**config.mk**
```make
export PLATFORM = sky130hd
export DESIGN_NAME = wiper_nv_ctrl
export DESIGN_NICKNAME = d
export VERILOG_FILES = /design/src/rtl/wnc_pkg.sv /design/src/rtl/wnc_decode.sv /design/src/rtl/wnc_wiper.sv /design/src/rtl/wnc_nvm.sv /design/src/rtl/wiper_nv_ctrl.sv
export SDC_FILE = /design/constraint.sdc
export NUM_CORES = 1
export LEC_CHECK = 0
export BUFFER_PORTS_ARGS = -buffer_cell sky130_fd_sc_hd__buf_2
export CORE_MARGIN = 2
export CORE_UTILIZATION = 35
export DETAILED_ROUTE_END_ITERATION = 7
export GPL_ROUTABILITY_DRIVEN = 0
export PLACE_DENSITY_LB_ADDON = 0.25
export RECOVER_POWER = 100
export SYNTH_ARGS = -nofsm -noshare
export SYNTH_HDL_FRONTEND = slang
export SYNTH_SLANG_ARGS = --single-unit
```
**constraint.sdc**
```tcl
create_clock -name clk -period 10 [get_ports clk]
set_clock_uncertainty 0.15 [all_clocks]
set_input_delay 2 -clock clk [delete_from_list [all_inputs] [get_ports clk]]
set_output_delay 2 -clock clk [all_outputs]
set_load 0.1 [all_outputs]
```
**src/rtl/wnc_pkg.sv**
```systemverilog
package wnc_pkg;
  typedef enum logic [3:0] {
    OP_NOP         = 4'd0,
    OP_RESTORE_ONE = 4'd1,
    OP_STORE_WIPER = 4'd2,
    OP_WRITE_NV    = 4'd3,
    OP_RESTORE_ALL = 4'd8,
    OP_READ_NV     = 4'd9,
    OP_READ_WIPER  = 4'd10,
    OP_WRITE_WIPER = 4'd11
  } op_e;
endpackage

```
**src/rtl/wnc_decode.sv**
```systemverilog
module wnc_decode
  import wnc_pkg::*;
#(
  parameter int ADDR_W = 4
) (
  input  logic              clk,
  input  logic              rst_n,
  input  logic              valid,
  input  logic [3:0]        cmd,
  input  logic [ADDR_W-1:0] addr,
  input  logic              wp_n,
  input  logic              busy,
  input  logic              pr_fall,
  output logic              wr_wiper,
  output logic              nv_we,
  output logic              nv_from_wiper,
  output logic              rs_one,
  output logic              rs_all,
  output logic              rd_nv,
  output logic              rd_wiper
);
  localparam logic [ADDR_W-1:0] RSVD_ADDR = {ADDR_W{1'b1}};

  op_e  op;
  logic go;
  logic nv_op;
  logic prot;

  always_comb begin
    op    = op_e'(cmd);
    prot  = ~wp_n;
    nv_op = 1'b0;
    case (op)
      OP_RESTORE_ONE, OP_STORE_WIPER, OP_WRITE_NV,
      OP_RESTORE_ALL, OP_READ_NV: nv_op = 1'b1;
      default:                    nv_op = 1'b0;
    endcase
    go            = valid & ~pr_fall & ~(busy & nv_op);
    wr_wiper      = go & ~prot & (op == OP_WRITE_WIPER);
    nv_from_wiper = (op == OP_STORE_WIPER);
    nv_we         = go & ~prot &
                    ((op == OP_STORE_WIPER) |
                     ((op == OP_WRITE_NV) & (addr != RSVD_ADDR)));
    rs_one        = go & (op == OP_RESTORE_ONE);
    rs_all        = pr_fall | (go & (op == OP_RESTORE_ALL));
    rd_nv         = go & (op == OP_READ_NV);
    rd_wiper      = go & (op == OP_READ_WIPER);
  end


  busy_drops_nv_chk: assert property (@(posedge clk) disable iff (!rst_n)
    (busy && valid && (cmd == 4'd3 || cmd == 4'd2)) |-> !nv_we);
endmodule

```
**src/rtl/wnc_wiper.sv**
```systemverilog
module wnc_wiper #(
  parameter int               WIPER_W     = 10,
  parameter logic [WIPER_W-1:0] RESET_WIPER = '0
) (
  input  logic               clk,
  input  logic               rst_n,
  input  logic               wp_n,
  input  logic               wr_en,
  input  logic [WIPER_W-1:0] wr_val,
  input  logic               rs_en,
  input  logic [WIPER_W-1:0] rs_val,
  output logic [WIPER_W-1:0] q
);
  logic [WIPER_W-1:0] q_d;
  logic               q_en;

  always_comb begin
    q_en = rs_en | wr_en;
    q_d  = rs_en ? rs_val : wr_val;
  end

  always_ff @(posedge clk or negedge rst_n) begin
    if (!rst_n)    q <= RESET_WIPER;
    else if (q_en) q <= q_d;
  end


  wp_freeze_chk: assert property (@(posedge clk) disable iff (!rst_n)
    (!wp_n && !rs_en) |=> $stable(q));
endmodule

```
**src/rtl/wnc_nvm.sv**
```systemverilog
module wnc_nvm #(
  parameter int              WORD_W      = 16,
  parameter int              ADDR_W      = 4,
  parameter int              PROG_CYCLES = 2000,
  parameter logic [WORD_W-1:0] RSVD_WORD   = '0,
  parameter logic [WORD_W-1:0] SLOT_INIT   = '0
) (
  input  logic              clk,
  input  logic              rst_n,
  input  logic              we,
  input  logic [ADDR_W-1:0] waddr,
  input  logic [WORD_W-1:0] wdata,
  input  logic [ADDR_W-1:0] raddr,
  output logic [WORD_W-1:0] rdata,
  output logic [WORD_W-1:0] slot0,
  output logic [WORD_W-1:0] slot1,
  output logic              busy
);
  localparam int DEPTH = 1 << ADDR_W;
  localparam int CNT_W = $clog2(PROG_CYCLES + 1);
  localparam logic [ADDR_W-1:0] RSVD_ADDR = {ADDR_W{1'b1}};

  logic [WORD_W-1:0] mem [DEPTH];
  logic [CNT_W-1:0]  cnt_q, cnt_d;

  genvar gi;
  generate
    for (gi = 0; gi < DEPTH; gi++) begin : g_slot
      logic slot_en;
      assign slot_en = we & (waddr == ADDR_W'(gi));
      always_ff @(posedge clk or negedge rst_n) begin
        if (!rst_n)       mem[gi] <= (gi < 2) ? SLOT_INIT : '0;
        else if (slot_en) mem[gi] <= wdata;
      end
    end
  endgenerate

  always_comb begin
    if (we)              cnt_d = CNT_W'(PROG_CYCLES);
    else if (cnt_q != 0) cnt_d = cnt_q - 1'b1;
    else                 cnt_d = cnt_q;
  end

  always_ff @(posedge clk or negedge rst_n) begin
    if (!rst_n) cnt_q <= '0;
    else        cnt_q <= cnt_d;
  end

  assign busy  = (cnt_q != '0);
  assign rdata = (raddr == RSVD_ADDR) ? RSVD_WORD : mem[raddr];
  assign slot0 = mem[0];
  assign slot1 = mem[1];


  rsvd_slot_stable_chk: assert property (@(posedge clk) disable iff (!rst_n)
    1'b1 |=> $stable(mem[DEPTH-1]));

  busy_after_write_chk: assert property (@(posedge clk) disable iff (!rst_n)
    we |=> busy);
endmodule

```
**src/rtl/wiper_nv_ctrl.sv**
```systemverilog
module wiper_nv_ctrl
  import wnc_pkg::*;
#(
  parameter int               WIPER_W     = 10,
  parameter int               WORD_W      = 16,
  parameter int               ADDR_W      = 4,
  parameter int               PROG_CYCLES = 2000,
  parameter logic [WORD_W-1:0]  RSVD_WORD   = 16'hFFFF,
  parameter logic [WIPER_W-1:0] RESET_WIPER = 10'h200
) (
  input  logic               clk,
  input  logic               rst_n,
  input  logic               cmd_valid,
  input  logic [3:0]         cmd,
  input  logic [ADDR_W-1:0]  addr,
  input  logic [WORD_W-1:0]  data,
  input  logic               wp_n,
  input  logic               pr_n,
  output logic [WIPER_W-1:0] wiper0,
  output logic [WIPER_W-1:0] wiper1,
  output logic [WORD_W-1:0]  rdbk,
  output logic               busy
);
  localparam int NWIPER = 2;

  logic [1:0] rst_sync;
  logic       rst_int_n;
  logic       pr_q;
  logic       pr_fall;
  logic       wr_wiper, nv_we, nv_from_wiper, rs_one, rs_all, rd_nv, rd_wiper;
  logic [WORD_W-1:0]  nv_rdata, slot0, slot1, nv_wdata;
  logic [ADDR_W-1:0]  nv_waddr;
  logic [WIPER_W-1:0] wq [NWIPER];
  logic [WIPER_W-1:0] sel_wiper;
  logic [WORD_W-1:0]  rdbk_d;
  logic               rdbk_en;

  always_ff @(posedge clk or negedge rst_n) begin
    if (!rst_n) rst_sync <= '0;
    else        rst_sync <= {rst_sync[0], 1'b1};
  end
  assign rst_int_n = rst_sync[1];

  always_ff @(posedge clk or negedge rst_int_n) begin
    if (!rst_int_n) pr_q <= 1'b1;
    else            pr_q <= pr_n;
  end
  assign pr_fall = pr_q & ~pr_n;

  wnc_decode #(.ADDR_W(ADDR_W)) u_dec (
    .clk(clk), .rst_n(rst_int_n), .valid(cmd_valid), .cmd(cmd), .addr(addr),
    .wp_n(wp_n), .busy(busy), .pr_fall(pr_fall),
    .wr_wiper(wr_wiper), .nv_we(nv_we), .nv_from_wiper(nv_from_wiper),
    .rs_one(rs_one), .rs_all(rs_all), .rd_nv(rd_nv), .rd_wiper(rd_wiper));

  assign sel_wiper = wq[addr[0]];
  assign nv_waddr  = nv_from_wiper ? ADDR_W'(addr[0]) : addr;
  assign nv_wdata  = nv_from_wiper ? WORD_W'(sel_wiper) : data;

  wnc_nvm #(
    .WORD_W(WORD_W), .ADDR_W(ADDR_W), .PROG_CYCLES(PROG_CYCLES),
    .RSVD_WORD(RSVD_WORD), .SLOT_INIT(WORD_W'(RESET_WIPER))
  ) u_nvm (
    .clk(clk), .rst_n(rst_int_n), .we(nv_we), .waddr(nv_waddr),
    .wdata(nv_wdata), .raddr(addr), .rdata(nv_rdata),
    .slot0(slot0), .slot1(slot1), .busy(busy));

  genvar gw;
  generate
    for (gw = 0; gw < NWIPER; gw++) begin : g_wiper
      logic               w_wr, w_rs;
      logic [WIPER_W-1:0] w_rs_val;
      assign w_wr     = wr_wiper & (addr[0] == gw[0]);
      assign w_rs     = rs_all | (rs_one & (addr[0] == gw[0]));
      assign w_rs_val = (gw == 0) ? slot0[WIPER_W-1:0] : slot1[WIPER_W-1:0];
      wnc_wiper #(.WIPER_W(WIPER_W), .RESET_WIPER(RESET_WIPER)) u_w (
        .clk(clk), .rst_n(rst_int_n), .wp_n(wp_n),
        .wr_en(w_wr), .wr_val(data[WIPER_W-1:0]),
        .rs_en(w_rs), .rs_val(w_rs_val), .q(wq[gw]));
    end
  endgenerate

  assign wiper0 = wq[0];
  assign wiper1 = wq[1];

  always_comb begin
    rdbk_en = rd_nv | rd_wiper;
    rdbk_d  = rd_nv ? nv_rdata : WORD_W'(sel_wiper);
  end

  always_ff @(posedge clk or negedge rst_int_n) begin
    if (!rst_int_n)   rdbk <= '0;
    else if (rdbk_en) rdbk <= rdbk_d;
  end


  preset_restore_chk: assert property (@(posedge clk) disable iff (!rst_int_n)
    pr_fall |=> (wiper0 == $past(slot0[WIPER_W-1:0]) &&
                 wiper1 == $past(slot1[WIPER_W-1:0])));

  rsvd_read_chk: assert property (@(posedge clk) disable iff (!rst_int_n)
    (rd_nv && addr == {ADDR_W{1'b1}}) |=> (rdbk == RSVD_WORD));
endmodule

```
==> After elaboration in Yosys (flattened, before gate mapping) <==
Index checks and enable logic that the tools add are counted.
{ "word_totals": {"ff_bits": 306, "inputBits": 29, "output_inout_bits": 37, "word_cells": 113} }
{ "op_classes": {"n_addsub": 1, "n_lt_le_gt_ge": 2, "eq_ne": 24, "n_mux": 15, "n_bitwise": 45, "reduce_logical": 4} }
{ "op_table": {"columns": ["cell", "n"], "rows": [
  ["2-to-1 mux 16 bit", 5],
  ["binary-select mux 16 bit (select 4 bit)", 1],
  ["equality test 4 bit, second input constant", 13],
  ["2-to-1 mux 10 bit", 5],
  ["bitwise AND 1 bit", 32],
  ["2-to-1 mux 11 bit", 2],
  ["equality test 4 x 2 -> 1 bit, second input constant", 4],
  ["equality test 4 x 3 -> 1 bit, second input constant", 4],
  ["nonzero test 11 bit", 1],
  ["subtractor 11 x 1 -> 11 bit, second input constant", 1],
  ["equality test 4 x 1 -> 1 bit, second input constant", 2],
  ["OR 1 bit", 7],
  ["greater-or-equal comparator 5 bit, second input constant", 1],
  ["NOT 4 -> 5 bit", 1],
  ["OR reduction 5 bit", 1],
  ["logical NOT 4 bit", 1],
  ["2-to-1 mux 4 bit", 1],
  ["inequality test 4 bit, second input constant", 1],
  ["NOT 1 bit", 4],
  ["greater-or-equal comparator 2 bit, second input constant", 1],
  ["NOT 1 -> 2 bit", 1],
  ["nonzero test 2 bit", 1],
  ["2-to-1 mux 1 bit", 1]
]} }

==> Depth between registers and ports, before layout <==
{ "depth": {"ltp_word": 10, "mapped_depth": 10} }

==> By module <==
A second synthesis with hierarchy kept.
{ "hier_totals": {"hier_cells": 1008, "hier_area_um2": 13944.6} }
{ "by_module_without_submodules": {"columns": ["module", "n_inst", "cells_each", "area_each_um2", "seq_area_each_um2"], "rows": [
  ["wnc_nvm", 1, 790, 11778.8, 6283.5],
  ["wiper_nv_ctrl", 1, 113, 1123.6, 476.7],
  ["wnc_wiper", 2, 43, 464.2, 251.5],
  ["wnc_decode", 1, 19, 113.9, 0.0]
]} }

==> Least setup slack after synthesis <==
No wires, ideal clock.
{ "synth_timing": {"path_kind": "input -> register", "from": "in addr[0]", "to": "reg u_nvm.mem, in the netlist u_nvm.slot1[8]", "setup_time_ns": 0.136, "arrival_time_ns": 3.614, "required_ns": 9.714, "slack_ns": 6.100, "stages": 9, "n_path_buf": 5, "cell_sequence": "buf_2 buf_4 buf_2 buf_2 a21boi_0 o2111ai_1 buf_2 nand2_1 o21ai_0"} }
{ "synth_via": {"elab_chain_len": 5, "word_cells_on_any_way": 12, "cone_classes": "eq/ne: 2; mux: 5; bitwise: 5"} }
{ "synth_lines": {"columns": ["element", "line", "text"], "rows": [
  ["start: declaration", "wiper_nv_ctrl.sv:15", "input logic [ADDR_W-1:0] addr,"],
  ["inequality test 4 bit / NOT 1 -> 2 bit (equally long branches)", "wnc_decode.sv:43, wiper_nv_ctrl.sv:56", null],
  ["bitwise AND 1 bit / 2-to-1 mux 10 bit (equally long branches)", "wnc_decode.sv:43, wiper_nv_ctrl.sv:56", null],
  ["OR 1 bit / 2-to-1 mux 10 bit (equally long branches)", "wnc_decode.sv:42, wiper_nv_ctrl.sv:56", null],
  ["bitwise AND 1 bit / 2-to-1 mux 10 bit (equally long branches)", "wnc_decode.sv:41, wiper_nv_ctrl.sv:56", null],
  ["bitwise AND 1 bit / 2-to-1 mux 16 bit (equally long branches)", "wnc_nvm.sv:30, wiper_nv_ctrl.sv:58", null],
  ["end signal: indexed assignment", "wnc_nvm.sv:32", "if (!rst_n) mem[gi] <= (gi < 2) ? SLOT_INIT : '0;"],
  ["end signal: indexed assignment", "wnc_nvm.sv:33", "else if (slot_en) mem[gi] <= wdata;"],
  ["end: declaration", "wnc_nvm.sv:23", "logic [WORD_W-1:0] mem [DEPTH];"]
]} }
Several ways; a longest one is shown, not always the timed one. The select of a mux whose other input is x is not followed.
A chain may end at the register's enable or synchronous reset.

==> Final worst setup path <==
{ "layout_timing": {"from": "in addr[1]", "to": "reg rdbk[13]"} }
{ "layout_via": {"elab_chain_len": 6, "word_cells_on_any_way": 7, "cone_classes": "eq/ne: 1; mux: 5; bitwise: 1"} }
{ "layout_lines": {"columns": ["element", "line", "text"], "rows": [
  ["NOT 4 -> 5 bit (implied by the code)", "wnc_nvm.sv:50", "assign rdata = (raddr == RSVD_ADDR) ? RSVD_WORD : mem[raddr];"],
  ["binary-select mux 16 bit (select 4 bit)", "wnc_nvm.sv:50", null],
  ["2-to-1 mux 16 bit (implied by the code) (2 in a row)", "wnc_nvm.sv:50", null],
  ["2-to-1 mux 16 bit (*)", "wnc_nvm.sv:50", null],
  ["2-to-1 mux 16 bit (*)", "wiper_nv_ctrl.sv:88", "rdbk_d = rd_nv ? nv_rdata : WORD_W'(sel_wiper);"],
  ["end signal: assignment", "wiper_nv_ctrl.sv:93", "else if (rdbk_en) rdbk <= rdbk_d;"],
  ["end: declaration", "wiper_nv_ctrl.sv:21", "output logic [WORD_W-1:0] rdbk,"]
]} }
Mark *: on every way between the ends. The rest lies on a longest branch, timed or not. The select of a mux whose other input is x is not followed.

==> flow_metrics.tcl <==
set metrics [dict create \
    synth_top_flop_cell "sky130_fd_sc_hd__dfrtp_1" \
    worst_path_fanout_max 51 \
    xor_xnor_fraction_of_synth_area 0.00510 \
    timing.hold.ws_ns 0.198 \
    cpMostUsedCell "sky130_fd_sc_hd__clkbuf_1" \
    clock_latency_ns 0.51 \
    hold_buf_count_cts 0 \
    synth_commonest_cells "sky130_fd_sc_hd__o21ai_0, sky130_fd_sc_hd__dfrtp_1, sky130_fd_sc_hd__clkbuf_1, sky130_fd_sc_hd__mux2i_1, sky130_fd_sc_hd__nand2_1" \
    detailed_place.area_um2 14300 \
    worst_setup_path_start_kind "input pin" \
    die-width_um 202 \
    vdd.ir_drop.worst_mv 0.107 \
    drt-total-wl_um 42200 \
    grt_remaining_overflow 0 \
    netlist_instances 1305 \
    fin_area_um2 15400 \
    muxShareOfSynthArea 0.106 \
    maxSlewHeadroom -1.58 \
    synth-async-reset-ratio 1.00 \
    syn-num-nets 1336 \
    final-max-slew-violation-count 458 \
    reg2reg_slack_ns 3.76 \
    grt_pass1_wl_um 66200 \
    route.antenna.remaining_nets 0 \
    combinational_family_with_the_most_area_after_synthesis "compound AO/OA/AOI/OAI gates" \
    io_buffers 65 \
    synth_enable_flop_cells 0 \
    floorplan.die_area_um2 40800 \
    drc 0 \
    diodes 0 \
    hold_path.class "reg -> reg" \
    post_synth_fa_ha_maj_area_fraction 0.00182 \
    grt_pass1_vias 10900 \
    dpl_worst_slack_ns 4.17 \
    grt_setup_unrepaired "no" \
    worst_r2r_startpoint "rst_sync[1]$_DFF_PN0_" \
    max-cap-violations 8 \
    cts_buffer_depth 3 \
    synth.largest_area_cell "sky130_fd_sc_hd__dfrtp_1" \
    worst-r2r-cell-count 1 \
    routed_wire_length_per_instance_um 22.9 \
    grt_max_degree 148 \
    setup_viol 0 \
    finalCritPeriodShare 0.753 \
    clockRootBuffer "sky130_fd_sc_hd__clkbuf_16" \
    syn_warnings 0 \
    outcome "finished with violations" \
    clock_sink_count 290 \
    failed_checks "max-capacitance violations, max-slew violations" \
    post-cts-setup-buffer-count 0 \
    final_critical_path_setup_slack_ns 2.47 \
    cts-htree-levels 2 \
    synth-seq-cells 290 \
    netlist_area_um2 13700 \
    fp_rows 72 \
    route.detailed.vias_per_inst 5.88 \
    path_cells "clkbuf_1 -> clkbuf_1 -> mux2i_1 -> a22oi_1 -> o2111a_1 -> a21oi_1 -> o31ai_1" \
    fmaxAchievable_mhz 133 \
    hold_path_end "rst_sync[1]$_DFF_PN0_" \
    most_used_standard_cell_by_instance_count_after_synthesis "sky130_fd_sc_hd__o21ai_0" \
    clk_pin_slew_ns 0.06 \
    route.vias.total 10800 \
    crit_path_top_delay_cell "sky130_fd_sc_hd__clkbuf_1" \
    finish.net_count 1330 \
    chipHeight_um 202 \
    yosys.area_share.simple 0.0736 \
    synth-seq-area-share 0.529 \
    end_kind "register" \
    netlist.area_leader.share 0.519 \
    power_dens_cells_nw_per_um2 198 \
    synth-compound-area-share 0.243 \
    worstHoldStart "rst_sync[0]$_DFF_PN0_" \
    grt_use_total 0.207 \
    share_of_cells_above_drive_strength_1 0.135 \
    tightestPinTransition_ns 3.87 \
    post-route-min-period_ns 7.53 \
    detail_route.first_pass.iterations 5 \
    worstSetupPathType "in -> reg" \
    tritoncts.num_buffers 34 \
    power.static_leakage_nw 6.49 \
    regToRegEndpoint "u_nvm.mem[150]$_DFFE_PN0P_" \
    growth_of_design_area_from_synthesis_to_finish_pct 12.1 \
    start_util 0.355 \
    synth_cell_types 62 \
    cts.repair.resized 0 \
    required_ns 10.26 \
    placeableCoreArea_um2 38600 \
    drt_iter0_drc 1088 \
    netlist_top_cells_area "sky130_fd_sc_hd__dfrtp_1, sky130_fd_sc_hd__o21ai_0, sky130_fd_sc_hd__mux2i_1" \
    fin_tns_setup_ns 0 \
    postSynthAreaPerCell_um2 10.5 \
    i_o_pins 66 \
    number_of_stages_on_the_worst_hold_path 0 \
    crit_path_max_incr_delay_ns 2.81 \
    tritoncts_clock_tree "yes" \
    initial_antenna_violation_count 0 \
    place.detailed.hpwl_um 25400 \
    worst_ep_arrival_time_ns 7.79 \
    finalHoldViolations 0 \
]
registers in the layout, summed over array words and instances (netlist names):
register / count
u_nvm.slot0: 16
u_nvm.cnt_q: 11
rdbk: 16
u_nvm.mem: 208
rst_sync: 2
g_wiper.u_w.q: 20
pr_q: 1
u_nvm.slot1: 16
final cells by class:
class	instances	area (um2)
fill	3780	23300
sequential	290	7260
multi-input combinational	887	5880
clock buffer	47	981
tap	518	648
timing repair buffer	82	379
clock inverter	14	226
inverter	4	15.0
per-stage QoR:
step / util / power, mW / cells
after global placement: 0.370 / 1.73 / 1781
after detailed placement: 0.370 / 1.73 / 1781
final: 0.398 / 3.04 / 1842
after floorplan: - / 1.63 / 1305
after CTS: 0.401 / 3.07 / 1842
after global routing: 0.398 / 3.15 / 1842
worst max-delay path by stage:
stage	from	endpoint	slack, ns	cells after the start
floorplan	rst_sync[1]$_DFF_PN0_	g_wiper[0].u_w.q[0]$_DFFE_PN0P_	1.18	0
global placement	cmd[3]	u_nvm.mem[172]$_DFFE_PN0P_	4.29	6
detailed placement	cmd[3]	u_nvm.mem[69]$_DFFE_PN0P_	4.17	6
CTS	cmd[3]	u_nvm.mem[77]$_DFFE_PN0P_	4.71	6
global route	addr[1]	rdbk[13]$_DFFE_PN0P_	2.22	7
finish	addr[1]	rdbk[13]$_DFFE_PN0P_	2.47	7
logic make-up after synthesis:
group,after synthesis
compound gates,578
xor+xnor,8
fa+ha+maj,2
buf+inv,128
other cells,1
flops,290
mux,114
simple gates,184
routing by layer:
layer  part of all wire  wire (um)  vias to the layer above  track usage
li1                   -          -                     4849            -
met1               0.44      18300                     5530        0.276
met2               0.48      20300                      369        0.344
met4              0.028       1180                        0       0.0665
met3              0.055       2300                       81       0.0353
met5                  0          0                        -            0
where the power goes:
group / switching (mW) / total [mW] / internal, mW
logic: 0.312 / 0.411 / 0.0998
clock network: 0.495 / 1.34 / 0.842
registers: 0.0539 / 1.29 / 1.24
layout by cell type, fill, tap and decap left out, types with 4 or more instances in the layout:
| master | synthesis | layout |
|---|---|---|
| sky130_fd_sc_hd__nand2b_1 | 6 | 6 |
| sky130_fd_sc_hd__a222oi_1 | 9 | 9 |
| sky130_fd_sc_hd__o221ai_1 | 13 | 13 |
| sky130_fd_sc_hd__nand2_1 | 61 | 61 |
| sky130_fd_sc_hd__nor2_1 | 35 | 35 |
| sky130_fd_sc_hd__mux4_2 | 23 | 23 |
| sky130_fd_sc_hd__nor4_1 | 5 | 5 |
| sky130_fd_sc_hd__o22ai_1 | 10 | 10 |
| sky130_fd_sc_hd__o211ai_1 | 11 | 11 |
| sky130_fd_sc_hd__or3_1 | 4 | 4 |
| sky130_fd_sc_hd__clkbuf_1 | 81 | 53 |
| sky130_fd_sc_hd__nand4_1 | 7 | 8 |
| sky130_fd_sc_hd__inv_1 | 4 | 4 |
| sky130_fd_sc_hd__o22a_1 | 18 | 18 |
| sky130_fd_sc_hd__mux2_2 | 23 | 23 |
| sky130_fd_sc_hd__o221a_2 | 22 | 22 |
| sky130_fd_sc_hd__nor2b_1 | 13 | 13 |
| sky130_fd_sc_hd__nand3_1 | 30 | 30 |
| sky130_fd_sc_hd__o21ai_0 | 418 | 443 |
| sky130_fd_sc_hd__buf_2 | 29 | 23 |
| sky130_fd_sc_hd__clkbuf_16 | 0 | 35 |
| sky130_fd_sc_hd__dfrtp_1 | 285 | 285 |
| sky130_fd_sc_hd__clkbuf_8 | 0 | 6 |
| sky130_fd_sc_hd__bufinv_16 | 0 | 6 |
| sky130_fd_sc_hd__mux2i_1 | 68 | 68 |
| sky130_fd_sc_hd__a21oi_1 | 25 | 25 |
| sky130_fd_sc_hd__clkinv_2 | 0 | 6 |
| sky130_fd_sc_hd__a221oi_1 | 4 | 4 |
| sky130_fd_sc_hd__buf_4 | 4 | 11 |
| sky130_fd_sc_hd__nand4_4 | 6 | 6 |
| sky130_fd_sc_hd__dfstp_2 | 5 | 5 |
| sky130_fd_sc_hd__xor2_1 | 5 | 5 |
worst max-delay path: cells and delay by family:
kind            cells  cell delay, ns
mux                 1            0.35
buf+inv             2            4.27
compound gates      4            1.08
Note: power is estimated with default switching activity, not from simulation.
